$ cat config.mk
export PLATFORM = sky130hd
export DESIGN_NAME = psw_ctrl
export DESIGN_NICKNAME = d
export VERILOG_FILES = /design/src/rtl/psw_pkg.sv /design/src/rtl/psw_update_arb.sv /design/src/rtl/psw_fields.sv /design/src/rtl/psw_sideband.sv /design/src/rtl/psw_ctrl.sv
export SDC_FILE = /design/constraint.sdc
export NUM_CORES = 1
export LEC_CHECK = 0
export ABC_CLOCK_PERIOD_IN_PS = 1290
export BUFFER_PORTS_ARGS = -buffer_cell sky130_fd_sc_hd__buf_4
export CAP_MARGIN = 20
export CORE_MARGIN = 2
export CORE_UTILIZATION = 31
export CTS_BUF_LIST = sky130_fd_sc_hd__clkbuf_4 sky130_fd_sc_hd__clkbuf_8
export CTS_CLUSTER_SIZE = 10
export DETAILED_ROUTE_END_ITERATION = 10
export HOLD_SLACK_MARGIN = 0.1
export MAX_ROUTING_LAYER = met4
export PLACE_DENSITY = 0.82
export SYNTH_ARGS = -nofsm -noshare
export SYNTH_HDL_FRONTEND = slang
export SYNTH_SLANG_ARGS = --single-unit
$ cat constraint.sdc
create_clock -name clk -period 1.29 [get_ports clk]
set_input_delay 0.3225 -clock clk [delete_from_list [all_inputs] [get_ports clk]]
set_output_delay 0.3225 -clock clk [all_outputs]
set_load 0.02 [all_outputs]
$ cat src/rtl/psw_pkg.sv
package psw_pkg;

    localparam int unsigned PSW_W   = 32;
    localparam int unsigned POS_C   = 0;
    localparam int unsigned POS_IE  = 6;
    localparam int unsigned POS_SM  = 7;
    localparam int unsigned POS_BC  = 8;
    localparam int unsigned POS_BIE = 14;
    localparam int unsigned POS_BSM = 15;

    typedef struct packed {
        logic sm;
        logic ie;
        logic c;
    } flags_t;

    typedef enum logic [2:0] {
        UPD_HOLD   = 3'd0,
        UPD_ALU    = 3'd1,
        UPD_WRITE  = 3'd2,
        UPD_RETURN = 3'd3,
        UPD_ENTER  = 3'd4
    } upd_src_e;

    function automatic logic [PSW_W-1:0] pack_word(flags_t live, flags_t bkup);
        logic [PSW_W-1:0] w;
        w = '0;
        w[POS_C]   = live.c;
        w[POS_IE]  = live.ie;
        w[POS_SM]  = live.sm;
        w[POS_BC]  = bkup.c;
        w[POS_BIE] = bkup.ie;
        w[POS_BSM] = bkup.sm;
        return w;
    endfunction

    function automatic flags_t live_of(logic [PSW_W-1:0] w);
        flags_t f;
        f.sm = w[POS_SM];
        f.ie = w[POS_IE];
        f.c  = w[POS_C];
        return f;
    endfunction

    function automatic flags_t bkup_of(logic [PSW_W-1:0] w);
        flags_t f;
        f.sm = w[POS_BSM];
        f.ie = w[POS_BIE];
        f.c  = w[POS_BC];
        return f;
    endfunction

endpackage

$ cat src/rtl/psw_update_arb.sv
module psw_update_arb
    import psw_pkg::*;
(
    input  logic     enter_i,
    input  logic     return_i,
    input  logic     write_i,
    input  logic     alu_i,
    output upd_src_e src_o
);

    always_comb begin
        if (enter_i) begin
            src_o = UPD_ENTER;
        end else if (return_i) begin
            src_o = UPD_RETURN;
        end else if (write_i) begin
            src_o = UPD_WRITE;
        end else if (alu_i) begin
            src_o = UPD_ALU;
        end else begin
            src_o = UPD_HOLD;
        end
    end

endmodule

$ cat src/rtl/psw_fields.sv
module psw_fields
    import psw_pkg::*;
(
    input  logic             clk,
    input  logic             rst_n,
    input  upd_src_e         src_i,
    input  logic [PSW_W-1:0] wdata_i,
    input  logic             alu_c_i,
    output flags_t           live_o,
    output flags_t           bkup_o
);

    flags_t live_q, live_d;
    flags_t bkup_q, bkup_d;

    always_comb begin
        live_d = live_q;
        bkup_d = bkup_q;
        unique case (src_i)
            UPD_HOLD: begin
            end
            UPD_ALU: begin
                live_d.c = alu_c_i;
            end
            UPD_WRITE: begin
                live_d = live_of(wdata_i);
                bkup_d = bkup_of(wdata_i);
            end
            UPD_RETURN: begin
                live_d = bkup_q;
            end
            UPD_ENTER: begin
                bkup_d  = live_q;
                live_d.sm = 1'b0;
                live_d.ie = 1'b0;
            end
            default: begin
            end
        endcase
    end

    always_ff @(posedge clk or negedge rst_n) begin
        if (!rst_n) begin
            live_q <= '0;
            bkup_q <= '0;
        end else begin
            live_q <= live_d;
            bkup_q <= bkup_d;
        end
    end

    assign live_o = live_q;
    assign bkup_o = bkup_q;

endmodule

$ cat src/rtl/psw_sideband.sv
module psw_sideband #(
    parameter int unsigned IDX_W      = 4,
    parameter int unsigned SP_REG_IDX = 15
) (
    input  logic             sm_i,
    input  logic             ie_i,
    input  logic             irq_req_i,
    input  logic [IDX_W-1:0] gpr_idx_i,
    output logic             irq_accept_o,
    output logic             r15_isp_o,
    output logic             r15_usp_o
);

    localparam logic [IDX_W-1:0] SP_IDX = IDX_W'(SP_REG_IDX);

    logic is_sp;

    assign is_sp        = (gpr_idx_i == SP_IDX);
    assign irq_accept_o = irq_req_i & ie_i;
    assign r15_isp_o    = is_sp & ~sm_i;
    assign r15_usp_o    = is_sp & sm_i;

endmodule

$ cat src/rtl/psw_ctrl.sv
module psw_ctrl
    import psw_pkg::*;
#(
    parameter int unsigned IDX_W      = 4,
    parameter int unsigned SP_REG_IDX = 15
) (
    input  logic             clk,
    input  logic             rst_n,
    input  logic             cr_wr_en,
    input  logic [PSW_W-1:0] cr_wdata,
    output logic [PSW_W-1:0] cr_rdata,
    input  logic             exc_enter,
    input  logic             exc_return,
    input  logic             alu_c_valid,
    input  logic             alu_c_value,
    input  logic             irq_req,
    output logic             irq_accept,
    input  logic [IDX_W-1:0] gpr_idx,
    output logic             r15_to_isp,
    output logic             r15_to_usp
);

    upd_src_e src;
    flags_t   live;
    flags_t   bkup;

    psw_update_arb u_arb (
        .enter_i  (exc_enter),
        .return_i (exc_return),
        .write_i  (cr_wr_en),
        .alu_i    (alu_c_valid),
        .src_o    (src)
    );

    psw_fields u_fields (
        .clk     (clk),
        .rst_n   (rst_n),
        .src_i   (src),
        .wdata_i (cr_wdata),
        .alu_c_i (alu_c_value),
        .live_o  (live),
        .bkup_o  (bkup)
    );

    psw_sideband #(
        .IDX_W      (IDX_W),
        .SP_REG_IDX (SP_REG_IDX)
    ) u_side (
        .sm_i         (live.sm),
        .ie_i         (live.ie),
        .irq_req_i    (irq_req),
        .gpr_idx_i    (gpr_idx),
        .irq_accept_o (irq_accept),
        .r15_isp_o    (r15_to_isp),
        .r15_usp_o    (r15_to_usp)
    );

    assign cr_rdata = pack_word(live, bkup);

endmodule

Word level (Yosys, flattened, before mapping)
Cells that the tools add are included.

cells by class
  equality and inequality tests = 5
  muxes and demuxes = 7
  reduce and logical (&&, ||, !) cells = 3
  bitwise logic cells = 4

operators by type and width
  cell                number
  $mux 3              3
  $eq 3x2->1 const B  2
  $pmux 2 s3          1
  $pmux 3 s2          1
  $reduce_bool 3->1   2
  $eq 4x4->1 const B  1
  $and 1x1->1         3
  $eq 3x1->1 const B  1
  $eq 3x3->1 const B  1
  $pmux 1 s3          1
  $reduce_bool 2->1   1
  $mux 1              1
  $not 1->1           1

word-level totals
  output and inout port bits = 35
  word-level logic and storage cells = 25
  register bits = 6
  input bits = 44

Depth between registers and ports, before layout
Gate-level depths: netlist of the first run.

  depth in word-level cells = 6
  depth in mapped cells = 4

Cells and area by module
A second synthesis of the first run with hierarchy kept.

unflattened totals
  cells, all modules = 79
  area total of the unflattened synthesis = 660.6 um^2

modules (own cells, without submodules)
  module          seq. area each (um^2)  area each (um^2)  instances  cells an instance
  psw_fields      150.1                  404.1             1          41
  psw_ctrl        0.0                    198.9             1          27
  psw_update_arb  0.0                    33.8              1          6
  psw_sideband    0.0                    23.8              1          5

Worst setup path before layout of the first run
No wires, ideal clock.

  path type = input -> register
  from = input port exc_return
  to = register u_fields.live_q (netlist bit u_fields.live_o[0])
  data arrival time = 1.025 ns
  buffers on the path = 1
  stages on the path = 3
  path slack = 0.178 ns
  library setup time = 0.087 ns
  cell sequence = buf_6 -> or4_1 -> o211ai_1

between the ends
  longest elaborated chain between the ends = 4
  elaborated cells on any way between the ends = 7

RTL lines
  what                                                    RTL line              RTL
  from (decl)                                             psw_ctrl.sv:13        input logic exc_return,
  $mux 3 (*)                                              psw_update_arb.sv:14  end else if (return_i) begin
  $mux 3 (*)                                              psw_update_arb.sv:12  if (enter_i) begin
  $eq 3x2->1 / $eq 3x1->1 (equally long branches)         psw_fields.sv:19      unique case (src_i)
  $pmux 1 s3 / $reduce_bool 3->1 (equally long branches)  --
  to (signal assigned)                                    psw_fields.sv:47      live_q <= live_d;
  to (decl)                                               psw_fields.sv:13      flags_t live_q, live_d;

Every way passes the cells marked *; elsewhere a longest branch is shown, timed or not.
A chain may end at the register's enable or synchronous reset.

Final worst setup path of the first run
  from = register u_fields.live_q (netlist bit u_fields.live_o[2])
  to = output port r15_to_usp

between the ends
  longest elaborated chain between the ends = 1

RTL lines
  what         RTL line            RTL
  $and 1x1->1  psw_sideband.sv:21  assign r15_usp_o = is_sp & sm_i;
  to (decl)    psw_ctrl.sv:20      output logic r15_to_usp

No other way between the ends.

==> results.txt, run 1 <==
hold crit path type: input pin to register
status: finished, final reports clean
Clock power frac: 27.8%
Root Buffer Master: clkbuf_4
Detailed Route WL: 1090 um
fin nets: 136
Reg power frac: 35.0%
Tmin final: 1.26 ns
Netlist cell types: 20
clk slew on worst S/H paths: 0.05 ns
htree depth: 1
Sw Share: 36.9%
DR DRC count: 0
Setup crit start kind: register
CP Buf/Inv Count: 2
number of global-route vias before repair: 351
non-filler cells, final: 115
Gate Count Post-Synth: 64
Placed Cells: 110
Critical Path, Cell by Cell: inv_1 -> nor2_1 -> buf_4
clk_lat worst skew: 0.25 ns
leakage power figure: 0.377 nW
Synth Register Bits: 6
max-slew violations: 0
post-DR vias/cell: 3.65
P_sw: 0.241 mW
largest net degree at the start of global routing: 12
share of Yosys cell area claimed by the top area cell type: 37.7%
kind of critical path: register to primary output
clock net sink count: 6
top post-synthesis cells by area: buf_4 (38%), dfrtp_1 (27%), mux2i_1 (9.0%), o21ai_1 (2.7%), nand2_1 (2.7%)
Final Hold Viols: 0
largest area contributor in the netlist: buf_4
dpl ws: 0.108 ns
Num CTS Buffers: 3
crit path DAT: 0.94 ns
Chip Height: 46.4 um
global-route wire length before repair: 1530 um
Die Area: 0.00216 sq mm
internal power: 0.411 mW
CP Launch Point: u_fields.live_o[2]
Fin Clk Skew: 0.00406 ns
dominant synthesized flop cell: dfrtp_1
sequential area share after synthesis: 26.9%
TritonCTS clock tree: yes
ANT cells: 0
Initial Util: 32.7%
FF-to-FF End: u_fields.live_o[1]
PwrDens: 941 mW/mm^2
peak supply drop: 312 uV
routed vias: 420
antenna violation net count after detailed routing: 0
Syn Area/Cell: 8.72 sq um
Core Region: 0.00171 sq mm
IO Count: 79
Max Clk Rate: 794 MHz
required time worst endpoint: 0.97 ns
row count: 15
synth warn: 0
Final HPWL DP: 914 um
Max Root-Sink Buffers: 2
DR pass1 iterations: 4
max_cap viols: 0
port bufs: 26
most frequent cell after synthesis: buf_4
Worst Path Max Fanout: 5
slack of the critical path: 0.0302 ns
share of post-route cells with drive strength above 1: 35.6%
Critical-path top delay cell: dfrtp_1
Comb pwr share: 37.2%
CP endpoint kind: primary output
Post-Syn Area: 558 sq um
stages on the worst setup path: 3
R2R depth: 4
GR Overflow Total: 0
post-CTS resize count: 0
ys async rst share: 100%
Crit Reg-Reg Startpoint: u_fields.live_o[1]
EDFF count, synth: 0
delay-heaviest family, CP: flip-flops
Placer Congestion: 0.716
GRT Total Usage: 11.4%
initial antenna violation count: 0
WL per Instance: 9.47 um
drt initial violations: 6
Worst Setup EP: r15_to_usp
endpoints failing setup: 0
RSZ-0062 raised after global routing: true
Final Power: 0.652 mW
post-route clock period utilization: 97.7%
Synth top cells by count: buf_4 (28), dfrtp_1 (6), mux2i_1 (5)
Die X: 46.4 um
Slowest Stage Delay on Critical Path: 0.40 ns
FF-to-FF setup slack: 0.23 ns
Area growth, synth to finish: 24.2%
[metal layers]
layer	vias to the layer above	GRT usage, %	routed length, um
li1	209	-	-
met4	0	8.57	17
met2	23	18.6	590
met5	-	-	0
met1	186	10.4	377
met3	2	4.71	104
[sequential cells by signal, summed over array words and instances (netlist names)]
| signal | count |
|---|---|
| u_fields.live_o | 3 |
| u_fields.bkup_o | 3 |
[what timing repair did]
| item | CTS | global route |
|---|---|---|
| hold buffers | 1 | 0 |
| endpoints found under the hold margin | 6 | 0 |
| setup buffers | 0 | 1 |
| endpoints found under the setup margin | 0 | 3 |
[power groups by stage]
stage                     Clock, mW  Combinational (mW)  Sequential [mW]
final                         0.181               0.243            0.228
after global routing          0.199               0.265            0.230
after CTS                     0.191               0.240            0.229
after detailed placement          0               0.238            0.232
after global placement            0               0.232            0.231
after floorplan                   0               0.194            0.250
[layout make-up]
cell class | instances | area [sq um]
clock buffer | 3 | 22.5
fill | 183 | 1010
inverter | 1 | 3.75
multi-input combinational | 52 | 273
sequential | 6 | 150
tap | 25 | 31.3
timing repair buffer | 28 | 213
[per-stage QoR]
step	hold slack [ns]	area, sq um	util, %	setup TNS (ns)
after floorplan	0.0269	652	-	0
after global placement	0.131	653	38.2	0
after detailed placement	0.138	653	38.2	0
after CTS	0.304	686	40.1	0
after global routing	0.323	693	40.6	-0.0397
final	0.314	693	40.6	0
[kinds of logic after synthesis]
family	share of synthesized area, %
buffers and inverters	41.0
and+or+nand+nor	12.1
muxes	13.0
AOI/OAI and AO/OA	6.28
DFF	26.9
other	0.672
[worst min-delay path by stage]
stage | cells after the start | start | endpoint | slack [ns]
detailed placement | 1 | rst_n | u_fields.live_o[0] | 0.14
CTS | 2 | exc_enter | u_fields.live_o[2] | 0.30
finish | 2 | exc_enter | u_fields.live_o[2] | 0.31
global route | 2 | exc_enter | u_fields.live_o[2] | 0.32
global placement | 1 | rst_n | u_fields.live_o[0] | 0.13
floorplan | 0 | rst_n | u_fields.bkup_o[0] | 0.03
[placed cells by master (no fill, tap or decap)]
cell type      netlist  final
nor2_1               4      4
dfrtp_1              6      6
conb_1               1     26
a21oi_1              1      1
o21ai_1              3      3
nor4b_1              1      1
buf_4               28     27
nand2_1              4      4
mux2_2               1      1
or4_1                1      1
mux2_1               1      1
a22oi_1              1      1
nand4_1              1      1
mux2i_1              5      5
o211ai_1             1      1
and2_1               1      1
dlygate4sd3_1        0      1
inv_1                1      1
clkbuf_4             0      3
nor2b_2              1      1
Note: power is estimated with default switching activity, not from simulation.
==> inputs of run 2 (changes only) <==
CORE_UTILIZATION = 34   (was 31)
PLACE_DENSITY = 0.83   (was 0.82)
SYNTH_HIERARCHICAL = 1   (was not set)
==> results.txt, run 2 <==
Final Hold Viols: 0 (unchanged)
GR Overflow Total: 0 (unchanged)
clk slew on worst S/H paths: 0.05 ns (about the same)
post-DR vias/cell: 4.29 (+17%)
Die X: 48.1 um (+3.6%)
Synth top cells by count: buf_4 (27), nor2_1 (8), dfrtp_1 (6)
htree depth: 1 (unchanged)
dominant synthesized flop cell: dfrtp_1
placed instance area: 787 sq um (+20%)
Placer Congestion: 0.699 (-2.3%)
hold path endpoint: u_fields/bkup_o[1]
antenna violation net count after detailed routing: 0 (unchanged)
most frequent cells in the layout: buf_4 (30), conb_1 (26), nor2_1 (8)
max_cap viols: 0 (unchanged)
DR DRC count: 0 (unchanged)
FILL cells: 173 (-5.5%)
crit path DAT: 0.93 ns (about the same)
share of post-route cells with drive strength above 1: 33.9% (-1.6 points)
kind of critical path: register to primary output
Gate Count Post-Synth: 79 (+23%)
EDFF count, synth: 0 (unchanged)
Tmin final: 1.25 ns (-0.0123 ns)
GRT Total Usage: 13.9% (+2.5 points)
PwrDens: 991 mW/mm^2 (+5.4%)
fin nets: 155 (+14%)
Die Area: 0.00231 sq mm (+7.3%)
Hold Crit Start: cr_wdata[14]
Critical-path top delay cell: dfrtp_1
hold path depth: 2 (unchanged)
drt initial violations: 21 (+15)
FF-to-FF End: u_fields/bkup_o[2]
Final HPWL DP: 1030 um (+13%)
peak supply drop: 583 uV (+87%)
stages on the worst setup path: 3 (unchanged)
endpoints failing setup: 0 (unchanged)
leakage power figure: 0.430 nW (+14%)
Initial Util: 37.1% (+4.4 points)
Critical Path, Cell by Cell: inv_1 -> nor2_1 -> buf_4
most frequent cell after synthesis: buf_4
Synth Register Bits: 6 (unchanged)
clk_lat worst skew: 0.26 ns (about the same)
Crit Reg-Reg Startpoint: u_fields/live_o[2]
Root Buffer Master: clkbuf_4
initial antenna violation count: 0 (unchanged)
most common library cell in the layout ignoring fill and taps: buf_4
routed vias: 575 (+37%)
post-route clock period utilization: 96.7% (-0.95 points)
sequential area share after synthesis: 22.7% (-4.2 points)
Worst Path Max Fanout: 4 (-1)
hold crit path type: input pin to register
TritonCTS clock tree: yes
Num CTS Buffers: 3 (unchanged)
R2R depth: 4 (unchanged)
ys async rst share: 100% (unchanged)
Post-Syn Area: 661 sq um (+18%)
Syn Area/Cell: 8.36 sq um (-4.1%)
DR pass1 iterations: 4 (unchanged)
max-slew violations: 0 (unchanged)
ANT cells: 0 (unchanged)
Area growth, synth to finish: 26.3%
RSZ-0062 raised after global routing: true
global-route wire length before repair: 2070 um (+35%)
Max Clk Rate: 802 MHz (+0.99%)
largest net degree at the start of global routing: 17 (+5)
number of global-route vias before repair: 494 (+41%)
Netlist cell types: 22 (+10%)
Final Instance Area: 835 sq um (+20%)
IO Count: 79 (unchanged)
Chip Height: 48.1 um (+3.6%)
Max Root-Sink Buffers: 2 (unchanged)
required time worst endpoint: 0.97 ns (about the same)
port bufs: 26 (unchanged)
FF-to-FF setup slack: 0.19 ns (-0.04 ns)
non-filler cells, final: 134 (+17%)
Slowest Stage Delay on Critical Path: 0.38 ns (-0.02 ns)
Setup crit start kind: register
CP endpoint kind: primary output
top post-synthesis cells by area: buf_4 (31%), dfrtp_1 (23%), mux2i_1 (4.5%), o311a_1 (4.5%), a221oi_2 (4.5%)
share of Yosys cell area claimed by the top area cell type: 30.7% (-7.0 points)
status: finished, final reports clean
clock net sink count: 6 (unchanged)
Fin Clk Skew: 0.000149 ns (-0.00391 ns)
CP Buf/Inv Count: 2 (unchanged)
WL per Instance: 10.2 um (+8.1%)
Placed Cells: 128 (+16%)
synth warn: 6 (+6)
Detailed Route WL: 1370 um (+26%)
largest area contributor in the netlist: buf_4
delay-heaviest family, CP: flip-flops
row count: 15 (unchanged)
Core Region: 0.00178 sq mm (+4.4%)
==> run 2: per-stage QoR <==
stage / setup TNS (ns) / hold WS [ns] / utilization (%) / power [mW] / worst slack (ns)
after global routing: -0.0103 / 0.345 / 46.8 / 0.875 / -0.0103
after CTS: 0 / 0.327 / 46.8 / 0.823 / 0.0386
after detailed placement: -0.413 / 0.136 / 44.1 / 0.623 / -0.135
final: 0 / 0.327 / 46.8 / 0.827 / 0.0425
after floorplan: 0 / 0.0269 / - / 0.552 / 0.0327
after global placement: -0.187 / 0.134 / 44.1 / 0.613 / -0.0556
==> run 2: power breakdown <==
| part | total (mW) | internal, mW | switching (mW) | leakage (nW) |
|---|---|---|---|---|
| Sequential | 0.255 | 0.222 | 0.0333 | 0.0697 |
| Clock | 0.186 | 0.106 | 0.0800 | 0.0138 |
| Combinational | 0.386 | 0.168 | 0.219 | 0.346 |
| Total | 0.827 | 0.496 | 0.332 | 0.430 |
==> run 2: worst max path at each step <==
stage                  startpoint                  to  slack (ns)
4_1_cts        u_fields/live_o[2]          r15_to_usp        0.04
3_5_place_dp             cr_wr_en  u_fields/live_o[2]       -0.14
3_3_place_gp             cr_wr_en  u_fields/live_o[2]       -0.06
6_report       u_fields/live_o[2]          r15_to_usp        0.04
2_1_floorplan            cr_wr_en  u_fields/live_o[2]        0.03
5_1_grt        u_fields/live_o[2]          r15_to_usp       -0.01
==> run 2: cell families (layout without fill, tap and decap cells) <==
kind of cell / count (synthesis) / after routing / synth area share, %
buf+inv: 32 / 37 / 35.8
compound gates: 17 / 17 / 20.6
other cells: 1 / 26 / 0.568
mux: 3 / 3 / 4.55
flops: 6 / 6 / 22.7
simple gates: 20 / 20 / 15.7
==> run 2: area by class of cell <==
type	instances	area (sq um)	area share [%]
inverters	2	7.51	0.900
multi-input cells	66	368	44.1
clock buffers	3	22.5	2.70
flip-flops and latches	6	150	18.0
repair buffers	32	255	30.6
well taps	25	31.3	3.75
==> run 2: timing repair <==
| action | CTS | global route |
|---|---|---|
| gates resized for setup | 0 | 0 |
| hold buffers | 1 | 0 |
| setup buffers | 2 | 0 |
| hold endpoints to repair | 6 | 0 |
| pin swaps | 0 | 1 |
| cloned | 0 | 0 |
| endpoints found under the setup margin | 2 | 1 |
==> run 2: layer usage <==
layer	wire length (um)	up-vias	global-route usage (%)
met4	31	0	9.19
li1	-	278	-
met3	145	4	3.02
met1	463	243	12.0
met5	0	-	-
met2	732	50	26.1
==> inputs of run 3 (changes only) <==
ABC_CLOCK_PERIOD_IN_PS = 1150   (was 1290)
CAP_MARGIN = 10   (was 20)
clock period = 1.15 ns   (was 1.29 ns; I/O delays follow)
==> results.txt, run 3 (synthesis results as in run 2) <==
Placed Cells: 129 (+0.78%)
most common library cell in the layout ignoring fill and taps: buf_4
GR Overflow Total: 0 (unchanged)
Max Root-Sink Buffers: 2 (unchanged)
row count: 15 (unchanged)
hold crit path type: input pin to register
setup_tns: -0.311 ns (-0.311 ns)
leakage power figure: 0.454 nW (+5.7%)
global-route wire length before repair: 2170 um (+4.6%)
drt initial violations: 4 (-81%)
largest net degree at the start of global routing: 17 (unchanged)
Setup crit start kind: register
Crit Reg-Reg Startpoint: u_fields/live_o[2]
Worst Setup EP: r15_to_usp
non-filler cells, final: 137 (+2.2%)
R2R depth: 4 (unchanged)
delay-heaviest family, CP: flip-flops
DR pass1 iterations: 4 (unchanged)
Hold Crit Start: cr_wdata[14]
fin nets: 158 (+1.9%)
Slowest Stage Delay on Critical Path: 0.40 ns (+0.02 ns)
RSZ-0062 raised after global routing: true
Detailed Route WL: 1460 um (+6.5%)
initial antenna violation count: 0 (unchanged)
Area growth, synth to finish: 33.5%
Placer Congestion: 0.702 (+0.34%)
clk_lat worst skew: 0.25 ns (about the same)
placed instance area: 810 sq um (+2.9%)
CP Launch Point: u_fields/live_o[2]
failing checks: negative setup slack
Final Power: 0.957 mW (+16%)
Tmin final: 1.27 ns
required time worst endpoint: 0.86 ns (-0.11 ns)
status: finished with violations
antenna violation net count after detailed routing: 0 (unchanged)
clk slew on worst S/H paths: 0.06 ns (about the same)
Root Buffer Master: clkbuf_4
htree depth: 1 (unchanged)
FF-to-FF setup slack: 0.04 ns (-0.15 ns)
Final HPWL DP: 1110 um (+7.5%)
Core Region: 0.00178 sq mm (unchanged)
Final Instance Area: 882 sq um (+5.7%)
storage element area: 150 sq um (unchanged)
share of post-route cells with drive strength above 1: 37.5% (+3.6 points)
clock net sink count: 6 (unchanged)
end-of-flow core utilization: 49.5% (+2.7 points)
Max Clk Rate: 789 MHz
peak supply drop: 886 uV (+52%)
max_cap viols: 0 (unchanged)
post-DR vias/cell: 4.47 (+4.1%)
Critical Path, Cell by Cell: inv_1 -> nor2_1 -> buf_4
crit path DAT: 0.98 ns (+0.05 ns)
Worst Path Max Fanout: 4 (unchanged)
CP endpoint kind: primary output
FILL cells: 170 (-1.7%)
WL per Instance: 10.7 um (+4.2%)
kind of critical path: register to primary output
IO Count: 79 (unchanged)
most frequent cells in the layout: buf_4 (31), conb_1 (26), nor2_1 (8)
GRT Total Usage: 14.4% (+0.51 points)
number of global-route vias before repair: 527 (+6.7%)
slack of the critical path: -0.118 ns (-0.160 ns)
dpl ws: -0.166 ns (-0.0308 ns)
TritonCTS clock tree: yes
Initial Util: 37.1% (unchanged)
Num CTS Buffers: 3 (unchanged)
PwrDens: 1080 mW/mm^2 (+9.4%)
routed vias: 612 (+6.4%)
Critical-path top delay cell: dfrtp_1
FF-to-FF End: u_fields/bkup_o[2]
Die Area: 0.00231 sq mm (unchanged)
area of the multi-input gates: 385 sq um (+4.8%)
DR DRC count: 0 (unchanged)
post-route clock period utilization: 110%
CP Buf/Inv Count: 2 (unchanged)
Chip Height: 48.1 um (unchanged)
port bufs: 26 (unchanged)
Die X: 48.1 um (unchanged)
Final Hold Viols: 0 (unchanged)
stages on the worst setup path: 3 (unchanged)
Fin Clk Skew: 0.0118 ns (+0.0117 ns)
max-slew violations: 0 (unchanged)
ANT cells: 0 (unchanged)
hold slack: 0.308 ns (-0.0190 ns)
endpoints failing setup: 4 (+4)
[run 3: changes by cell type in the layout (fill, tap and decap cells not counted)]
cell / delta
buf_6: +2
a21oi_2: -1
a21oi_4: +1
and2_1: -1
and2_4: +1
buf_4: +1
nand2b_1: -1
nand2b_4: +1
[run 3: cell type report]
class | count | share of cell area, %
tap | 25 | 3.55
multi-input combinational | 66 | 43.7
sequential | 6 | 17.0
timing repair buffer | 35 | 32.3
clock buffer | 3 | 2.55
inverter | 2 | 0.851
[run 3: metal layers]
metal / vias up / global-route usage (%) / wire length (um)
met5: - / - / 0
met4: 0 / 7.03 / 8
met3: 2 / 3.40 / 132
met2: 50 / 25.6 / 809
met1: 278 / 14.5 / 511
li1: 282 / - / -
[run 3: worst min path at each step]
stage / to / slack, ns / cells after the start
after global routing: u_fields/bkup_o[0] / 0.31 / 2
after CTS: u_fields/bkup_o[1] / 0.30 / 2
after detailed placement: u_fields/live_o[2] / 0.10 / 1
after global placement: u_fields/bkup_o[2] / 0.1 / 1
after floorplan: u_fields/bkup_o[0] / -0.008 / 0
final: u_fields/bkup_o[1] / 0.31 / 2
[run 3: where the power goes]
group	total, mW	internal [mW]	switching [mW]
registers	0.285	0.249	0.0367
clock network	0.205	0.119	0.0860
logic	0.467	0.215	0.252
[run 3: what timing repair did]
action / CTS / global route
pin swaps: 1 / 1
gates cloned: 0 / 0
endpoints found under the setup margin: 3 / 5
setup buffers: 3 / 1
resized for setup: 3 / 0
hold endpoints to repair: 6 / 0
hold buffers: 1 / 0
